<file path="src/rtl/ow_sel_pkg.sv">
package ow_sel_pkg;

  typedef enum logic [2:0] {
    ST_IDLE      = 3'd0,
    ST_RST_GO    = 3'd1,
    ST_RST_WAIT  = 3'd2,
    ST_BYTE_GO   = 3'd3,
    ST_BYTE_WAIT = 3'd4,
    ST_FINISH    = 3'd5
  } sel_state_t;

  // number of bytes in the addressing frame that follows the reset
  function automatic int unsigned frame_len(input logic resume, input logic single,
                                            input int unsigned rom_bytes);
    if (resume || single) return 1;
    return rom_bytes + 1;
  endfunction

  // command byte that opens the frame
  function automatic logic [7:0] frame_cmd(input logic resume, input logic single,
                                           input logic [7:0] c_skip, input logic [7:0] c_match,
                                           input logic [7:0] c_resume);
    if (resume) return c_resume;
    if (single) return c_skip;
    return c_match;
  endfunction

endpackage

</file>
<file path="src/rtl/ow_sel_frame.sv">
module ow_sel_frame
  import ow_sel_pkg::*;
#(
  parameter int unsigned CNT_W     = 8,
  parameter int unsigned ROM_BYTES = 8,
  parameter logic [7:0]  CMD_SKIP  = 8'hCC,
  parameter logic [7:0]  CMD_MATCH = 8'h55,
  parameter logic [7:0]  CMD_RESUME = 8'hA5,
  localparam int unsigned ROM_W    = 8 * ROM_BYTES,
  localparam int unsigned IDX_W    = $clog2(ROM_BYTES + 1)
) (
  input  logic             clk,
  input  logic             rst_n,
  input  logic             capture,
  input  logic             resume_in,
  input  logic [CNT_W-1:0] count_in,
  input  logic [ROM_W-1:0] rom_in,
  input  logic [IDX_W-1:0] idx,
  output logic [7:0]       cur_byte,
  output logic             last_byte
);

  logic             resume_q;
  logic             single_q;
  logic [ROM_W-1:0] rom_q;
  logic [7:0]       rom_b [ROM_BYTES];
  logic [7:0]       cmd_byte;
  logic [IDX_W-1:0] last_idx;

  always_ff @(posedge clk or negedge rst_n) begin
    if (!rst_n) begin
      resume_q <= 1'b0;
      single_q <= 1'b0;
      rom_q    <= '0;
    end else if (capture) begin
      resume_q <= resume_in;
      single_q <= (count_in == CNT_W'(1));
      rom_q    <= rom_in;
    end
  end

  for (genvar g = 0; g < ROM_BYTES; g++) begin : g_split
    assign rom_b[g] = rom_q[8*g +: 8];
  end

  assign cmd_byte  = frame_cmd(resume_q, single_q, CMD_SKIP, CMD_MATCH, CMD_RESUME);
  assign last_idx  = IDX_W'(frame_len(resume_q, single_q, ROM_BYTES) - 1);
  assign last_byte = (idx == last_idx);

  always_comb begin
    cur_byte = cmd_byte;
    for (int k = 1; k <= ROM_BYTES; k++) begin
      if (idx == IDX_W'(k)) cur_byte = rom_b[k-1];
    end
  end

endmodule

</file>
<file path="src/rtl/ow_sel_ctrl.sv">
module ow_sel_ctrl
  import ow_sel_pkg::*;
#(
  parameter int unsigned ROM_BYTES = 8,
  localparam int unsigned IDX_W    = $clog2(ROM_BYTES + 1)
) (
  input  logic             clk,
  input  logic             rst_n,
  input  logic             req_valid,
  input  logic             eng_done,
  input  logic             eng_presence,
  input  logic             last_byte,
  output logic             capture,
  output logic [IDX_W-1:0] idx,
  output logic             reset_go,
  output logic             byte_go,
  output logic             busy,
  output logic             done,
  output logic             err,
  output logic             rst_wait,
  output logic             byte_wait
);

  sel_state_t state_q, state_d;
  logic [IDX_W-1:0] idx_d;
  logic             err_q, err_d;
  logic             pres_fail;
  logic             byte_ack;

  assign capture   = req_valid && (state_q == ST_IDLE);
  assign rst_wait  = (state_q == ST_RST_WAIT);
  assign byte_wait = (state_q == ST_BYTE_WAIT);
  assign pres_fail = rst_wait && eng_done && !eng_presence;
  assign byte_ack  = byte_wait && eng_done;

  always_comb begin
    state_d = state_q;
    idx_d   = idx;
    err_d   = err_q;
    unique case (state_q)
      ST_IDLE: if (capture) begin
        state_d = ST_RST_GO;
        idx_d   = '0;
        err_d   = 1'b0;
      end
      ST_RST_GO:   state_d = ST_RST_WAIT;
      ST_RST_WAIT: if (eng_done) begin
        if (pres_fail) begin
          err_d   = 1'b1;
          state_d = ST_FINISH;
        end else begin
          state_d = ST_BYTE_GO;
        end
      end
      ST_BYTE_GO:   state_d = ST_BYTE_WAIT;
      ST_BYTE_WAIT: if (byte_ack) begin
        if (last_byte) begin
          state_d = ST_FINISH;
        end else begin
          idx_d   = idx + IDX_W'(1);
          state_d = ST_BYTE_GO;
        end
      end
      ST_FINISH: state_d = ST_IDLE;
      default:   state_d = ST_IDLE;
    endcase
  end

  always_ff @(posedge clk or negedge rst_n) begin
    if (!rst_n) begin
      state_q <= ST_IDLE;
      idx     <= '0;
      err_q   <= 1'b0;
    end else begin
      state_q <= state_d;
      idx     <= idx_d;
      err_q   <= err_d;
    end
  end

  assign reset_go = (state_q == ST_RST_GO);
  assign byte_go  = (state_q == ST_BYTE_GO);
  assign busy     = (state_q != ST_IDLE);
  assign done     = (state_q == ST_FINISH);
  assign err      = done && err_q;

endmodule

</file>
<file path="src/rtl/ow_select_seq.sv">
module ow_select_seq
  import ow_sel_pkg::*;
#(
  parameter int unsigned CNT_W      = 8,
  parameter int unsigned ROM_BYTES  = 8,
  parameter logic [7:0]  CMD_SKIP   = 8'hCC,
  parameter logic [7:0]  CMD_MATCH  = 8'h55,
  parameter logic [7:0]  CMD_RESUME = 8'hA5,
  localparam int unsigned ROM_W     = 8 * ROM_BYTES,
  localparam int unsigned IDX_W     = $clog2(ROM_BYTES + 1)
) (
  input  logic             clk,
  input  logic             rst_n,
  input  logic             req_valid,
  input  logic             req_resume,
  input  logic [CNT_W-1:0] slave_count,
  input  logic [ROM_W-1:0] rom_id,
  output logic             busy,
  output logic             done,
  output logic             err,
  output logic             eng_reset_go,
  output logic             eng_byte_go,
  output logic [7:0]       eng_byte,
  input  logic             eng_done,
  input  logic             eng_presence
);

  logic             capture;
  logic [IDX_W-1:0] idx;
  logic             last_byte;
  logic             rst_wait;
  logic             byte_wait;

  ow_sel_ctrl #(.ROM_BYTES(ROM_BYTES)) i_ctrl (
    .clk          (clk),
    .rst_n        (rst_n),
    .req_valid    (req_valid),
    .eng_done     (eng_done),
    .eng_presence (eng_presence),
    .last_byte    (last_byte),
    .capture      (capture),
    .idx          (idx),
    .reset_go     (eng_reset_go),
    .byte_go      (eng_byte_go),
    .busy         (busy),
    .done         (done),
    .err          (err),
    .rst_wait     (rst_wait),
    .byte_wait    (byte_wait)
  );

  ow_sel_frame #(
    .CNT_W      (CNT_W),
    .ROM_BYTES  (ROM_BYTES),
    .CMD_SKIP   (CMD_SKIP),
    .CMD_MATCH  (CMD_MATCH),
    .CMD_RESUME (CMD_RESUME)
  ) i_frame (
    .clk       (clk),
    .rst_n     (rst_n),
    .capture   (capture),
    .resume_in (req_resume),
    .count_in  (slave_count),
    .rom_in    (rom_id),
    .idx       (idx),
    .cur_byte  (eng_byte),
    .last_byte (last_byte)
  );

endmodule

</file>
<file path="config.mk">
export PLATFORM = sky130hd
export DESIGN_NAME = ow_select_seq
export DESIGN_NICKNAME = d
export VERILOG_FILES = /design/src/rtl/ow_sel_pkg.sv /design/src/rtl/ow_sel_frame.sv /design/src/rtl/ow_sel_ctrl.sv /design/src/rtl/ow_select_seq.sv
export SDC_FILE = /design/constraint.sdc
export NUM_CORES = 1
export LEC_CHECK = 0
export ABC_AREA = 1
export BUFFER_PORTS_ARGS = -buffer_cell sky130_fd_sc_hd__buf_2
export CAP_MARGIN = 20
export CORE_AREA = 8 8 117 76
export CTS_BUF_LIST = sky130_fd_sc_hd__clkbuf_4
export DETAILED_ROUTE_END_ITERATION = 10
export DIE_AREA = 0 0 125 84
export GPL_ROUTABILITY_DRIVEN = 0
export PLACE_DENSITY = 0.8
export RECOVER_POWER = 25
export SLEW_MARGIN = 25
export SYNTH_ARGS = -nofsm -noshare
export SYNTH_HDL_FRONTEND = slang
export SYNTH_SLANG_ARGS = --single-unit
</file>
<file path="constraint.sdc">
create_clock -name clk -period 2.1 [get_ports clk]
set_clock_uncertainty 0.2 [all_clocks]
set_input_delay 0.105 -clock clk [delete_from_list [all_inputs] [get_ports clk]]
set_output_delay 0.105 -clock clk [all_outputs]
set_load 0.05 [all_outputs]
</file>
==> flow_summary.ini, run 1 <==
[clocking]
tritoncts = built
h-tree-depth = 3
cts.reportedPaths.clkPinSlew_ns = 0.12
cts_buffers = 9
clkSinkCount = 74
clock_path_buffers = 2
cts_root_buffer = clkbuf_4
clock_latency_ns = 0.45

[synth]
synth_area_um2 = 3830
synth_cell_type_count = 25
synth_top_family_by_area = simple AND/OR/NAND/NOR gates
ys_seq_elements = 74
muxShareOfSynthArea_pct = 0
ys_seq_area_share_pct = 48.3
yosysWarnings = 0
synth-xor-area-share_pct = 0.228
synthesis.nets = 617
synth_adder_area_share_pct = 1.31
syn_area_per_cell_um2 = 7.17
synth_compound_area_share_pct = 11.4
synth_simple_gate_area_share_pct = 27.5
synthCells = 535

[placed_design]
dpl_cell_area_um2 = 4510
io_buffer_count = 90
dp_worst_setup_slack_ns = -0.108
hpwl_um = 7890

[pwr]
combPwrFrac_pct = 53.4
power_frac_clock_pct = 12.5
swShare_pct = 45.6
peakVddDrop_v = 0.00119
leakagePower_uw = 0.00294
power_frac_seq_pct = 34.1
switchingPower_uw = 3220
power-per-cell-area_nw_per_um2 = 1220
cellInternalPower_uw = 3840

[final_layout]
design_area_um2 = 5770
fin_nets = 800
finalCoreUtilization_pct = 81.4
layout_commonest_cell = nand2_1
drive_gt1_share_pct = 27.4
syn2layout_area_growth_pct = 50.5
antenna_cells = 0
mostFrequentLayoutCells = nand2_1, buf_2, inv_1

[timing]
worst_slack_ns = -0.381
finalHoldViolations = 0
period_minus_slack_ns = 2.48
tns_ns = -2.82
rsz0062_at_grt = true
fmax_ghz = 0.403
worst_slew_pin_slew_ns = 0.989
drv_slew = 0
max-slew-margin-rel_pct = 34.0
holdWs_ns = 0.189
setup_violations = 8
period_share_pct = 118

[route]
routed_wl_um = 13200
dr.pass1.iters = 7
avgViaCountPerCell = 5.20
remaining_drc_errors = 0
postRouteAntennaNets = 0
initialDrtViolationCount = 323
vias = 4235
wl_per_cell_um = 16.2

[min_path]
hold_path_depth = 4
min_from = rom_id[23]
min_to = i_frame.rom_q[23]$_DFFE_PN0P_
min_path_type = input pin to flip-flop

[critical_path]
required_ns = 1.79
max_stage_delay_ns = 0.48
end_kind = primary output
crit_path_start_kind = flip-flop
slowest_stage = dfrtp_2
worst-r2r-cell-count = 9
r2r_slack_ns = 0.07
critPathTopFamily = simple AND/OR/NAND/NOR gates
r2r_start = i_ctrl.state_q[1]$_DFFE_PN0P_
critical_path.max_fanout = 8
r2r_end = i_frame.rom_q[22]$_DFFE_PN0P_
cp-startpoint = i_ctrl.idx[1]$_DFFE_PN0P_
worstPathCellList = inv_4, ha_4, inv_2, nor2_4, buf_6, nand2_1, nand2_1, nand2_1, nand2_1, nand2_1, nand2_2, buf_8
critPathKind = flip-flop to primary output
cp_common_cell = nand2_1
critical_path_buf_inv_count = 4
critical_path_arrival_ns = 2.18

[run]
cap_violations = 0

[floorplanning]
die_w_um = 125
rows = 24
io_pins = 91
chipHeight_um = 84
core_region_area_um2 = 7090
start_util_pct = 54.1
dieArea_um2 = 10500

[global_routing]
grt_pass1_vias = 4217
grt_max_degree = 75
grtUsageTotal_pct = 24.2
antenna_found_initial = 0
grt-ovfl-total = 0
grt_pass1_wl_um = 20500

[status]
status = finished, violations left
violations = setup timing
-- cell usage after synthesis (all sizes together) --
| master | count | area [um^2] |
|---|---|---|
| nand2 | 207 | 780 |
| inv | 91 | 342 |
| dfrtp | 74 | 1850 |
| o21ai | 67 | 335 |
| nand3 | 22 | 110 |
| nor2 | 18 | 85.1 |
| a21oi | 17 | 85.1 |
| buf | 14 | 72.6 |
| nor3 | 6 | 35.0 |
| clkbuf | 5 | 18.8 |
| ha | 4 | 50.1 |
| nand4 | 4 | 25.0 |
| and2 | 1 | 6.26 |
| nor4 | 1 | 6.26 |
| nor4b | 1 | 8.76 |
| o221ai | 1 | 8.76 |
| o22ai | 1 | 6.26 |
| xor2 | 1 | 8.76 |
-- metrics by stage --
step	instances	total power (uW)
6_report	814	7070
5_1_grt	814	7520
2_1_floorplan	535	4350
4_1_cts	804	6600
3_3_place_gp	713	5110
3_5_place_dp	713	5230
-- worst reg2reg max path: stages (launching register included) --
cell,delay (ns)
dfrtp_2,0.46
nor2_2,0.14
inv_1,0.07
nor2_2,0.13
inv_2,0.09
nor2_4,0.20
buf_4,0.17
clkinvlp_4,0.25
nand2_1,0.15
nand2_1,0.06
-- worst max path at each step --
| stage | end | slack, ns | depth (start not counted) |
|---|---|---|---|
| global placement | eng_byte[0] | -0.02 | 13 |
| floorplan | eng_byte[2] | 0.05 | 11 |
| finish | eng_byte[2] | -0.38 | 12 |
| detailed placement | eng_byte[3] | -0.11 | 14 |
| CTS | eng_byte[3] | -0.38 | 14 |
| global route | eng_byte[0] | -0.49 | 13 |
-- routing by layer --
layer | vias to the layer above | part of all wire [%] | GRT usage [%]
met1 | 1976 | 43 | 30.1
met4 | 0 | 1.9 | 7.25
met5 | - | 0 | 0
met2 | 228 | 45 | 38.4
met3 | 28 | 9.9 | 8.93
li1 | 2003 | - | -
-- kinds of logic (layout without fill, tap and decap cells) --
group	Yosys count	count (layout)
flip-flops	74	74
AO/OA/AOI/OAI	86	86
adder cells (fa/ha/maj)	4	4
AND/OR/NAND/NOR	260	260
XOR/XNOR	1	1
buffers and inverters	110	298
-- power by group through the flow --
stage / Clock [uW] / Combinational, uW / Sequential [uW]
6_report: 881 / 3780 / 2410
5_1_grt: 957 / 4110 / 2450
4_1_cts: 900 / 3330 / 2370
3_5_place_dp: 0 / 2840 / 2390
3_3_place_gp: 0 / 2750 / 2360
2_1_floorplan: 0 / 2060 / 2290
-- flip-flops by register name, summed over array words and instances, names as in the netlist --
name              cells
i_ctrl.idx            4
i_ctrl.err_q          1
i_frame.single_q      1
i_frame.rom_q        64
i_ctrl.state_q        3
i_frame.resume_q      1
-- repair_timing --
| item | 4_1_cts | 5_1_grt |
|---|---|---|
| hold buffers | 73 | 0 |
| setup endpoints to repair | 8 | 36 |
| pin swaps | 7 | 7 |
| hold endpoints to repair | 144 | 0 |
| gates cloned | 0 | 3 |
| setup buffers | 2 | 7 |
| resized for setup | 56 | 33 |
-- final cells by class --
| cell class | instances | area (um^2) |
|---|---|---|
| Clock buffer | 12 | 90.1 |
| Clock inverter | 4 | 42.5 |
| Fill cell | 439 | 1320 |
| Inverter | 91 | 355 |
| Multi-Input combinational cell | 351 | 1740 |
| Sequential cell | 74 | 1860 |
| Tap cell | 91 | 114 |
| Timing Repair Buffer | 190 | 1560 |
| Timing Repair inverter | 1 | 7.51 |
(Power assumes the default switching activity.)
==> run 2: changes to the inputs <==
--- a/config.mk
+++ b/config.mk
@@ -12,10 +12,10 @@
 export CTS_BUF_LIST = sky130_fd_sc_hd__clkbuf_4
 export DETAILED_ROUTE_END_ITERATION = 10
 export DIE_AREA = 0 0 125 84
-export GPL_ROUTABILITY_DRIVEN = 0
 export PLACE_DENSITY = 0.8
 export RECOVER_POWER = 25
 export SLEW_MARGIN = 25
 export SYNTH_ARGS = -nofsm -noshare
 export SYNTH_HDL_FRONTEND = slang
+export SYNTH_HIERARCHICAL = 1
 export SYNTH_SLANG_ARGS = --single-unit
==> flow_summary.ini, run 2 <==
[pwr]
leakagePower_uw = 0.00297
peakVddDrop_v = 0.000931
power-per-cell-area_nw_per_um2 = 1190

[min_path]
min_path_type = input pin to flip-flop
min_from = rom_id[55]

[placed_design]
gp_congestion = 0.906
hpwl_um = 8090
dpl_cell_area_um2 = 4470
io_buffer_count = 90
dp_worst_setup_slack_ns = 0.00314

[final_layout]
multi_input_area_um2 = 1790
fin_nets = 787
design_area_um2 = 5650
drive_gt1_share_pct = 26.0
largest_register = i_frame/rom_q
reg_top3 = i_frame/rom_q: 64 flops, i_ctrl/idx: 4 flops, i_ctrl/state_q: 3 flops
layout_commonest_cell = nand2_1
mostFrequentLayoutCells = nand2_1, buf_2, dlygate4sd3_1
num-fill-cells = 459
seq_area_um2 = 1860
syn2layout_area_growth_pct = 47.8
largest_reg_flops = 64

[clocking]
clock_latency_ns = 0.42
clock_path_buffers = 2
cts_buffers = 9
cts_root_buffer = clkbuf_4
cts.reportedPaths.clkPinSlew_ns = 0.13
clkSinkCount = 74
tritoncts = built
h-tree-depth = 3

[timing]
worst_slack_ns = -0.426
setup_violations = 8
period_share_pct = 120
rsz0062_at_grt = true
drv_slew = 0
fmax_ghz = 0.396
max-slew-margin-rel_pct = 32.5
worst_slew_pin_slew_ns = 1.01
finalHoldViolations = 0
period_minus_slack_ns = 2.53

[floorplanning]
io_pins = 91
start_util_pct = 53.9
dieArea_um2 = 10500
chipHeight_um = 84
core_region_area_um2 = 7090
die_w_um = 125
rows = 24

[global_routing]
grt_pass1_wl_um = 20900
grt_pass1_vias = 4204
grt-ovfl-total = 0
antenna_found_initial = 1
grtUsageTotal_pct = 24.5
grt_max_degree = 75

[synth]
yosysWarnings = 6
synthesis.nets = 603
syn_area_per_cell_um2 = 7.29
synthCells = 524
synth_area_um2 = 3820

[status]
violations = setup timing
status = finished, violations left

[critical_path]
critical_path.max_fanout = 6
cp-startpoint = i_ctrl/idx[3]$_DFFE_PN0P_
critical_path_arrival_ns = 2.22
max_stage_delay_ns = 0.46
slowest_stage = dfrtp_2
r2r_start = i_ctrl/state_q[2]$_DFFE_PN0P_
critPathTopFamily = simple AND/OR/NAND/NOR gates
critical_path_buf_inv_count = 2
required_ns = 1.79
crit_path_start_kind = flip-flop
cp_common_cell = nand2_1
end_kind = primary output
critPathKind = flip-flop to primary output
worstPathCellList = nor2_4, buf_12, nand2_8, nand2_2, nand3_1, nand2_1, nand2_1, nand2_1, nand2_1, nand2_1, nand2_1, nand2_1, nand2_1, buf_6

[route]
vias = 4225
wl_per_cell_um = 16.1
remaining_drc_errors = 0
routed_wl_um = 13000
dr.pass1.iters = 5
postRouteAntennaNets = 0
avgViaCountPerCell = 5.25
initialDrtViolationCount = 460

[run]
cap_violations = 0
[run 2: path summary, 6_finish.rpt]
check	to	slack, ns	cells after the start
min in group asynchronous	i_ctrl/state_q[2]$_DFFE_PN0P_	0.29	3
worst max register to register	i_frame/rom_q[47]$_DFFE_PN0P_	0.27	7
max in group asynchronous	i_ctrl/idx[0]$_DFFE_PN0P_	0.73	3
worst min-delay path	i_frame/rom_q[55]$_DFFE_PN0P_	0.21	4
worst max-delay path	eng_byte[0]	-0.43	14
worst min register to register	i_frame/rom_q[53]$_DFFE_PN0P_	0.28	2
[run 2: tightest hold or removal path: cells and delay by family]
| family | cells | cell delay, ns |
|---|---|---|
| buffers and inverters | 2 | 0.61 |
| and+or+nand+nor | 2 | 0.09 |
[run 2: per-layer routing]
layer	up-vias	wire, um	global-route usage, %
met5	-	0	0
met4	0	303	7.80
met3	35	1350	7.91
met2	259	5760	38.2
met1	1940	5550	31.6
li1	1991	-	-
[run 2: area by class of cell]
type,instances,share of cell area (%)
sequential,74,32.9
multi-input combinational,376,31.7
timing repair buffer,188,26.2
inverter,59,3.94
tap,91,2.02
clock inverter,5,1.84
clock buffer,10,1.33
antenna,1,0.0443
[run 2: report_power, final]
| part | internal (uW) | leakage (uW) | switching (uW) | total [uW] |
|---|---|---|---|---|
| clock network | 610 | 0.0000964 | 513 | 1120 |
| logic | 1100 | 0.00195 | 2030 | 3130 |
| registers | 2050 | 0.000924 | 401 | 2460 |
[run 2: per-stage QoR]
step           hold WS [ns]  total power, uW  std cells  utilization, %  setup TNS [ns]
2_1_floorplan        -0.391             4210        524               -               0
3_3_place_gp        -0.0365             4940        702            63.0               0
3_5_place_dp        -0.0338             5030        702            63.0               0
4_1_cts              0.0517             6480        803            79.1           -2.22
5_1_grt               0.208             7150        804            79.7           -3.66
6_report              0.208             6710        804            79.7           -2.82
[run 2: what timing repair did]
item / 4_1_cts / 5_1_grt
buffers inserted: 10 / 1
gates cloned: 1 / 0
endpoints found under the setup margin: 8 / 8
gates resized for setup: 29 / 22
hold buffers: 75 / 0
pin swaps: 9 / 14
hold endpoints to repair: 147 / 0
